`src/rtl/lpc_target_pkg.sv`:
```
package lpc_target_pkg;

    localparam int NIB_W   = 4;
    localparam int ADDR_W  = 32;
    localparam int WAIT_W  = 8;
    localparam int CNT_W   = 4;

    localparam logic [3:0] START_LPC    = 4'b0000;
    localparam logic [3:0] START_FWH_RD = 4'b1101;
    localparam logic [3:0] START_FWH_WR = 4'b1110;
    localparam logic [3:0] HDR_MEM_RD   = 4'b0100;
    localparam logic [3:0] HDR_MEM_WR   = 4'b0110;
    localparam logic [3:0] SIZE_BYTE    = 4'b0000;
    localparam logic [3:0] SYNC_WAIT    = 4'b0101;
    localparam logic [3:0] SYNC_READY   = 4'b0000;
    localparam logic [3:0] NIB_TAR      = 4'b1111;

    localparam logic [CNT_W-1:0] LPC_ADDR_LAST = 4'd7;
    localparam logic [CNT_W-1:0] FWH_ADDR_LAST = 4'd6;

    typedef enum logic [3:0] {
        ST_IDLE,
        ST_HDR,
        ST_ADDR,
        ST_SIZE,
        ST_WDATA,
        ST_TAR_IN,
        ST_SYNC,
        ST_RDATA,
        ST_TAR_OUT,
        ST_SKIP
    } tgt_state_e;

    typedef struct packed {
        tgt_state_e          state;
        logic                is_fwh;
        logic                is_wr;
        logic [CNT_W-1:0]    cnt;
        logic [ADDR_W-1:0]   addr;
        logic [7:0]          wdata;
        logic [WAIT_W-1:0]   wait_cnt;
    } tgt_ctl_t;

endpackage

```
`src/rtl/lpc_start_decode.sv`:
```
module lpc_start_decode
    import lpc_target_pkg::*;
(
    input  logic [NIB_W-1:0] nib,
    output logic             valid,
    output logic             is_fwh,
    output logic             is_wr
);
    always_comb begin
        valid  = 1'b0;
        is_fwh = 1'b0;
        is_wr  = 1'b0;
        unique case (nib)
            START_LPC:    valid = 1'b1;
            START_FWH_RD: begin valid = 1'b1; is_fwh = 1'b1; end
            START_FWH_WR: begin valid = 1'b1; is_fwh = 1'b1; is_wr = 1'b1; end
            default:      valid = 1'b0;
        endcase
    end
endmodule

```
`src/rtl/lpc_byte_store.sv`:
```
module lpc_byte_store #(
    parameter int DEPTH = 16,
    localparam int IDX_W = $clog2(DEPTH)
) (
    input  logic             clk,
    input  logic             rst_n,
    input  logic             rd_en,
    input  logic             wr_en,
    input  logic [IDX_W-1:0] idx,
    input  logic [7:0]       wdata,
    output logic [7:0]       rdata
);
    logic [7:0] cells_q [DEPTH];

    always_ff @(posedge clk or negedge rst_n) begin
        if (!rst_n) begin
            for (int i = 0; i < DEPTH; i++) cells_q[i] <= 8'h00;
            rdata <= 8'h00;
        end else begin
            if (wr_en) cells_q[idx] <= wdata;
            if (rd_en) rdata <= cells_q[idx];
        end
    end

    // the bus engine never asks for a read and a write in the same clock
    assert_single_access_R10: assert property (@(posedge clk) disable iff (!rst_n)
        $onehot0({rd_en, wr_en}));
endmodule

```
`src/rtl/lpc_fwh_target.sv`:
```
module lpc_fwh_target
    import lpc_target_pkg::*;
#(
    parameter int WAIT_CLKS = 2,
    parameter int DEPTH     = 16,
    localparam int IDX_W    = $clog2(DEPTH)
) (
    input  logic             clk,
    input  logic             rst_n,
    input  logic             frame_n,
    input  logic [NIB_W-1:0] bus_in,
    output logic [NIB_W-1:0] bus_out,
    output logic             bus_oe,
    input  logic [2:0]       id_strap
);
    tgt_ctl_t ctl_d, ctl_q;

    logic             start_valid, start_fwh, start_wr;
    logic             acc_rd, acc_wr;
    logic [7:0]       store_rdata;
    logic [ADDR_W-1:0] addr_next;
    logic             unused_addr;

    lpc_start_decode u_start (
        .nib    (bus_in),
        .valid  (start_valid),
        .is_fwh (start_fwh),
        .is_wr  (start_wr)
    );

    lpc_byte_store #(.DEPTH(DEPTH)) u_store (
        .clk   (clk),
        .rst_n (rst_n),
        .rd_en (acc_rd),
        .wr_en (acc_wr),
        .idx   (ctl_q.addr[IDX_W-1:0]),
        .wdata (ctl_q.wdata),
        .rdata (store_rdata)
    );

    assign addr_next   = {ctl_q.addr[ADDR_W-NIB_W-1:0], bus_in};
    assign unused_addr = ^ctl_q.addr;

    always_comb begin
        ctl_d  = ctl_q;
        acc_rd = 1'b0;
        acc_wr = 1'b0;
        if (!frame_n) begin
            if (start_valid) begin
                ctl_d.state  = ST_HDR;
                ctl_d.is_fwh = start_fwh;
                ctl_d.is_wr  = start_wr;
                ctl_d.cnt    = '0;
                ctl_d.addr   = '0;
            end else begin
                ctl_d.state  = ST_IDLE;
            end
        end else begin
            unique case (ctl_q.state)
                ST_IDLE, ST_SKIP: ctl_d.state = ctl_q.state;
                ST_HDR: begin
                    ctl_d.cnt = '0;
                    if (ctl_q.is_fwh) begin
                        ctl_d.state = (bus_in == {1'b0, id_strap}) ? ST_ADDR : ST_SKIP;
                    end else if (bus_in == HDR_MEM_RD) begin
                        ctl_d.state = ST_ADDR;
                        ctl_d.is_wr = 1'b0;
                    end else if (bus_in == HDR_MEM_WR) begin
                        ctl_d.state = ST_ADDR;
                        ctl_d.is_wr = 1'b1;
                    end else begin
                        ctl_d.state = ST_SKIP;
                    end
                end
                ST_ADDR: begin
                    ctl_d.addr = addr_next;
                    ctl_d.cnt  = ctl_q.cnt + 1'b1;
                    if (ctl_q.is_fwh && ctl_q.cnt == FWH_ADDR_LAST) begin
                        ctl_d.state = ST_SIZE;
                    end else if (!ctl_q.is_fwh && ctl_q.cnt == LPC_ADDR_LAST) begin
                        ctl_d.cnt = '0;
                        if (addr_next[21:19] != ~id_strap) ctl_d.state = ST_SKIP;
                        else ctl_d.state = ctl_q.is_wr ? ST_WDATA : ST_TAR_IN;
                    end
                end
                ST_SIZE: begin
                    ctl_d.cnt = '0;
                    if (bus_in != SIZE_BYTE) ctl_d.state = ST_SKIP;
                    else ctl_d.state = ctl_q.is_wr ? ST_WDATA : ST_TAR_IN;
                end
                ST_WDATA: begin
                    if (ctl_q.cnt == '0) begin
                        ctl_d.wdata[3:0] = bus_in;
                        ctl_d.cnt        = 4'd1;
                    end else begin
                        ctl_d.wdata[7:4] = bus_in;
                        ctl_d.cnt        = '0;
                        ctl_d.state      = ST_TAR_IN;
                    end
                end
                ST_TAR_IN: begin
                    if (ctl_q.cnt == '0) begin
                        ctl_d.cnt = 4'd1;
                    end else begin
                        ctl_d.cnt      = '0;
                        ctl_d.state    = ST_SYNC;
                        ctl_d.wait_cnt = WAIT_W'(WAIT_CLKS);
                        acc_rd         = !ctl_q.is_wr;
                        acc_wr         = ctl_q.is_wr;
                    end
                end
                ST_SYNC: begin
                    if (ctl_q.wait_cnt != '0) ctl_d.wait_cnt = ctl_q.wait_cnt - 1'b1;
                    else ctl_d.state = ctl_q.is_wr ? ST_TAR_OUT : ST_RDATA;
                end
                ST_RDATA: begin
                    if (ctl_q.cnt == '0) begin
                        ctl_d.cnt = 4'd1;
                    end else begin
                        ctl_d.cnt   = '0;
                        ctl_d.state = ST_TAR_OUT;
                    end
                end
                ST_TAR_OUT: begin
                    if (ctl_q.cnt == '0) begin
                        ctl_d.cnt = 4'd1;
                    end else begin
                        ctl_d.cnt   = '0;
                        ctl_d.state = ST_IDLE;
                    end
                end
                default: ctl_d.state = ST_IDLE;
            endcase
        end
    end

    always_ff @(posedge clk or negedge rst_n) begin
        if (!rst_n) begin
            ctl_q <= '{state: ST_IDLE, default: '0};
        end else begin
            ctl_q <= ctl_d;
        end
    end

    always_comb begin
        bus_oe  = 1'b0;
        bus_out = '0;
        unique case (ctl_q.state)
            ST_SYNC: begin
                bus_oe  = 1'b1;
                bus_out = (ctl_q.wait_cnt != '0) ? SYNC_WAIT : SYNC_READY;
            end
            ST_RDATA: begin
                bus_oe  = 1'b1;
                bus_out = (ctl_q.cnt == '0) ? store_rdata[3:0] : store_rdata[7:4];
            end
            ST_TAR_OUT: begin
                bus_oe  = (ctl_q.cnt == '0);
                bus_out = (ctl_q.cnt == '0) ? NIB_TAR : '0;
            end
            default: begin
                bus_oe  = 1'b0;
                bus_out = '0;
            end
        endcase
    end

    // a frame-low edge always leaves the bus released in the next clock
    assert_abort_release_R12: assert property (@(posedge clk) disable iff (!rst_n)
        !frame_n |=> !bus_oe);

    // the first driven nibble of any response is a sync code
    assert_sync_first_R8: assert property (@(posedge clk) disable iff (!rst_n)
        $rose(bus_oe) |-> (bus_out == ((WAIT_CLKS != 0) ? SYNC_WAIT : SYNC_READY)));

    // while syncing with frame high, the target keeps driving
    assert_sync_continues_R8: assert property (@(posedge clk) disable iff (!rst_n)
        (ctl_q.state == ST_SYNC && frame_n) |=> bus_oe);

    // the turnaround 1111 is followed by a released bus
    assert_release_after_tar_R11: assert property (@(posedge clk) disable iff (!rst_n)
        (bus_oe && ctl_q.state == ST_TAR_OUT) |=> !bus_oe);
endmodule

```
`config.mk`:
```
export PLATFORM = sky130hd
export DESIGN_NAME = lpc_fwh_target
export DESIGN_NICKNAME = d
export VERILOG_FILES = /design/src/rtl/lpc_target_pkg.sv /design/src/rtl/lpc_start_decode.sv /design/src/rtl/lpc_byte_store.sv /design/src/rtl/lpc_fwh_target.sv
export SDC_FILE = /design/constraint.sdc
export NUM_CORES = 1
export LEC_CHECK = 0
export BUFFER_PORTS_ARGS = -buffer_cell sky130_fd_sc_hd__buf_4
export CORE_UTILIZATION = 65
export DETAILED_ROUTE_END_ITERATION = 16
export GPL_ROUTABILITY_DRIVEN = 0
export PLACE_DENSITY_LB_ADDON = 0.1
export RECOVER_POWER = 25
export SYNTH_ARGS = -nofsm -noshare
export SYNTH_HDL_FRONTEND = slang
export SYNTH_SLANG_ARGS = --single-unit
```
`constraint.sdc`:
```
create_clock -name clk -period 4.15 [get_ports clk]
set_clock_uncertainty 0.05 [all_clocks]
set_input_delay 0.6225 -clock clk [delete_from_list [all_inputs] [get_ports clk]]
set_output_delay 0.6225 -clock clk [all_outputs]
set_load 0.1 [all_outputs]
```
Word-level counts from Yosys, hierarchy flattened
Index checks and enable logic that the tools add are counted.

cells by class
  add/subtract/negate cells = 2
  magnitude comparators = 2
  equal/unequal tests = 31
  multiplexer cells = 52
  bitwise gates (word level) = 4
  reduce and logical (&&, ||, !) cells = 26

operator list
  kind                                                                   number
  128-bit bitwise mux                                                    1
  4-bit 2-to-1 mux                                                       19
  37-bit 2-to-1 mux                                                      2
  8-bit 2-to-1 mux                                                       5
  4-bit case mux with 9 select lines                                     1
  8-bit binary-select mux with 4-bit select                              1
  8-bit demux with 4-bit select                                          1
  4-bit by 3-bit equality test with 1-bit output, second input constant  8
  32-bit 2-to-1 mux                                                      1
  4-bit case mux with 3 select lines                                     2
  4-bit equality test, second input constant                             4
  1-bit 2-to-1 mux                                                       16
  8-bit case mux with 2 select lines                                     1
  3-bit != test, second input constant                                   5
  4-bit logical NOT                                                      3
  4-bit by 2-bit equality test with 1-bit output, second input constant  2
  2-bit != test, second input constant                                   4
  4-bit AND reduction                                                    2
  8-bit nonzero test                                                     1
  2-bit OR reduction                                                     4
  8-bit by 1-bit subtractor with 8-bit output, second input constant     1
  7-bit AND reduction                                                    1
  2-bit AND reduction                                                    3
  3-bit AND reduction                                                    2
  other kinds (21)                                                       27

storage, ports and cells
  register bits = 190
  input port bits = 10
  output and inout port bits = 5
  word-level logic and storage cells = 142

Depth between registers and ports, before layout
  word-level depth = 7
  gate-level depth with buffers = 8
  depth with buffers taken out = 7

By module
Synthesis repeated with hierarchy kept, for this count alone.

unflattened totals
  cell total of the unflattened synthesis = 681
  area total of the unflattened synthesis = 8693.3 sq um

modules (own cells, without submodules)
  module            instances  cells an instance  area each (sq um)  sequential area each (sq um)
  lpc_byte_store    1          402                6209.7             3403.3
  lpc_fwh_target    1          273                2446.1             1026.0
  lpc_start_decode  1          6                  37.5               0.0

Least setup slack after synthesis
Ideal clock, no wire load.

  path kind = register -> output
  start = register ctl_q[48] in the netlist's numbering
  end = output port bus_out[0]
  data arrival time = 3.232 ns
  required time = 3.477 ns
  setup slack = 0.245 ns
  cell stages (with the launch flop) = 7
  path buffers = 1
  path through = dfrtp_1 inv_1 ha_1 nor3b_1 buf_4 mux2i_1 o21ai_0

on the way
  cells in the longest elaborated chain, start to end = 3
  elaborated cells between the ends (all ways) = 4
  classes of those cells = mux: 3; reduce/logical: 1

ends and longest elaborated chain
  element                                     line                                          RTL
  start, declared                             lpc_fwh_target.sv:16                          tgt_ctl_t ctl_d, ctl_q;
  start signal, assigned                      lpc_fwh_target.sv:141                         ctl_q <= ctl_d;
  4-bit logical NOT (*)                       lpc_fwh_target.sv:155, lpc_fwh_target.sv:159
  4-bit 2-to-1 mux, on equally long branches  lpc_fwh_target.sv:159, lpc_fwh_target.sv:155
  4-bit case mux with 3 select lines (*)      lpc_fwh_target.sv:148                         unique case (ctl_q.state)
  end, declared                               lpc_fwh_target.sv:12                          output logic [NIB_W-1:0] bus_out,

Every way passes the cells marked *; elsewhere a longest branch is shown, timed or not.

Worst setup path after layout
  start = register ctl_q[56] in the netlist's numbering
  end = output port bus_out[0]

on the way
  cells in the longest elaborated chain, start to end = 2
  elaborated cells between the ends (all ways) = 4
  classes of those cells = eq/ne: 3; mux: 1

ends and longest elaborated chain
  element                                                                                       line
  4-bit equality test / 4-bit by 3-bit equality test with 1-bit output (equally long branches)  lpc_fwh_target.sv:148
  4-bit case mux with 3 select lines (*)                                                        lpc_fwh_target.sv:148

Marked as above.

==> qor.yml <==
status: "complete, but fails checks"
violations: "capacitance limit, slew limit"
r2r-start: "ctl_q[48]$_DFFE_PN0P_"
yosys.area_share.simple_pct: 8.574
path_max_fanout: 19
register_area_um2: 4431
synth_compound_area_share_pct: 5.817
rsz0062_at_grt: "false"
synth_seq_area_share_pct: 51.36
syn_area_um2: 8625
utilization_pct: 73.89
synth_area_leaders: "dfrtp_1 51%, mux2_2 19%, mux4_2 10%"
netlist_instances: 639
setup_viol: 0
p_switching_w: 0.001633
cts_sinks: 177
vias: 5458
drv_slew: 95
cap_viol_max_count: 1
tightest_slew_ns: 2.329
route.detailed.drc: 0
r2r_cells: 8
numCtsBuffers: 17
hold_path.class: "reg2reg"
synth_fa_ha_area_share_pct: 0.7254
ir_drop_mv: 0.3595
die_y_um: 117.2
cts.clk_slew.worst_paths_ns: 0.07
p_per_area_nw_per_um2: 499.7
antennaDiodeCount: 0
crit_path_end_kind: "primary output"
postCtsSetupBuffers: 0
dieArea_um2: 13730
nNetsFinal: 657
fin_crit_ns: 3.271
core_area_um2: 12770
rows: 41
hold_viol: 0
syn_to_final_growth_pct: 9.430
synth.area.mux_share_pct: 30.22
grt_use_total_pct: 31.17
drive_gt1_share_pct: 40.76
htree_levels: 4
clockBufferDepth: 2
io_pins: 15
required_ns: 3.48
synth_top_area_share_pct: 51.36
slew_headroom_pct: -55.24
grt_max_degree: 95
p_sw_share_pct: 34.63
clockPowerShare_pct: 33.5
synth_fp_nets: 654
cp-start-kind: "register"
synthXorXnorAreaFrac_pct: 0.8124
async_reset_ff_share_pct: 100.0
yosys_warnings: 0
routed_via_density: 6.600
synth_top_family_by_area: "multiplexers"
hp-start: "addr_next[16]$_DFFE_PN0P_"
ys_types: 53
clock_latency_ns: 0.44
grt-ovfl-total: 0
p_seq_share_pct: 47.3
worstPathArrival_ns: 2.60
portBuffers: 14
cts_tree: "done"
p_leak_nw: 4.345
final.setup.tns_ns: 0
timing.rr.end: "u_store.cells_q[74]$_DFFE_PN0P_"
cts_root_buf: "clkbuf_16"
syn_avg_cell_area_um2: 13.50
power_frac_comb_pct: 19.1
hpwl_um: 12810
drtPass1Iterations: 5
synth_ff_type: "dfrtp_1"
r2r_slack_ns: 1.23
p_int_w: 0.003083
cts_resized: 0
clock.fmax_ghz: 0.3057
whs_endpoint: "addr_next[20]$_DFFE_PN0P_"
worstSetupPathType: "reg2out"
holdPathStages: 2
antenna_found_initial: 0
fillers: 810
totalWireLength_um: 19000
synth_edf_count: 0
wl_per_cell_um: 22.97
drtAntennaViolNets: 0
multi_input_area_um2: 3986
min_period_over_period_pct: 78.82
initial_core_util_pct: 67.52
dieWidth_um: 117.2
ys_ff_latch: 177
grt_pass1_wl_um: 30390
grt_pass1_vias: 5555
cts_hold_buf: 0
initialDrtViolationCount: 429
synth_area_leader_cell: "dfrtp_1"
-- kinds of logic (layout without fill, tap and decap cells) --
| logic type | after synthesis | count (layout) |
|---|---|---|
| AOI/OAI and AO/OA | 79 | 79 |
| xor gates and xnor gates | 8 | 8 |
| adders and majority gates | 5 | 5 |
| buffers and inverters | 51 | 67 |
| DFF | 177 | 177 |
| muxes | 192 | 192 |
| and+or+nand+nor | 127 | 127 |
-- routing by layer --
| metal | vias to the layer above | share of wire [%] | wire (µm) | track usage (%) |
|---|---|---|---|---|
| li1 | 2395 | - | - | - |
| met1 | 2863 | 44 | 8287 | 43.22 |
| met2 | 176 | 49 | 9259 | 49.53 |
| met3 | 24 | 6.6 | 1253 | 8.393 |
| met4 | 0 | 1.0 | 199 | 7.764 |
| met5 | - | 0 | 0 | 0 |
-- final cells by class --
| type | instances | share of cell area, % |
|---|---|---|
| sequential | 177 | 46.94 |
| multi-input combinational | 411 | 42.24 |
| clock buffer | 18 | 4.653 |
| tap | 172 | 2.280 |
| timing repair buffer | 21 | 1.776 |
| clock inverter | 14 | 1.551 |
| inverter | 14 | 0.5568 |
-- sequential cells by signal, indices dropped and copies added, names as in the netlist --
signal	cells
u_store.cells_q	128
u_store.rdata	8
addr_next	15
ctl_q	26
-- placed cells by master (no fill, tap or decap), drive strengths merged, types with 11 or more instances in the layout --
cell and count:
buf 20, a21oi 14, inv 20, clkbuf 19, nor3 11, nand2 36, mux4 40, mux2 147
o21ai 30, nor2 23, nand3 17, dfrtp 177
-- power groups by stage --
stage | Combinational [W] | Sequential (W) | Clock [W]
final | 0.000903 | 0.00223 | 0.00158
after global routing | 0.000983 | 0.00226 | 0.00168
after CTS | 0.000903 | 0.00223 | 0.00160
after detailed placement | 0.000896 | 0.00226 | 0
after global placement | 0.000880 | 0.00223 | 0
after floorplan | 0.000866 | 0.00196 | 0
-- worst max-delay path, stage by stage (launching register included) --
cell	delay (ns)
dfrtp_1	0.68
nand4bb_1	0.31
a31oi_1	0.64
nor2_1	0.11
o21ai_0	0.11
buf_4	0.32
-- worst max-delay path by stage --
stage                                      from                          endpoint
after floorplan           ctl_q[48]$_DFFE_PN0P_                        bus_out[0]
after CTS                 ctl_q[56]$_DFFE_PN0P_                        bus_out[0]
after global routing      ctl_q[56]$_DFFE_PN0P_                        bus_out[0]
after detailed placement  ctl_q[48]$_DFFE_PN0P_   u_store.cells_q[74]$_DFFE_PN0P_
final                     ctl_q[56]$_DFFE_PN0P_                        bus_out[0]
after global placement    ctl_q[48]$_DFFE_PN0P_  u_store.cells_q[107]$_DFFE_PN0P_
-- Yosys cell counts, types with 5 or more instances --
cell type / n
nor2_1: 17
a21oi_1: 14
mux4_2: 40
or3_1: 5
buf_2: 7
mux2_2: 147
ha_1: 5
o21ai_0: 30
mux2i_1: 5
xor2_1: 5
nand2_2: 6
inv_1: 14
nand3_1: 15
nor3_1: 7
nor2_2: 6
nand4_1: 5
nand2_1: 30
dfrtp_1: 177
clkbuf_1: 27
nor2b_1: 5
-- metrics by stage --
stage / instance area, µm² / total power (W) / hold WS, ns / setup slack [ns] / instances
after global placement: 8859 / 0.003115 / 0.4097 / 1.337 / 795
final: 9438 / 0.004717 / 0.4351 / 0.8790 / 827
after CTS: 9444 / 0.004733 / 0.2389 / 0.9106 / 827
after detailed placement: 8859 / 0.003151 / 0.4176 / 1.327 / 795
after floorplan: 8625 / 0.002823 / 0.2769 / 0.2452 / 639
after global routing: 9438 / 0.004923 / 0.4597 / 0.5658 / 827
(Power assumes the default switching activity.)
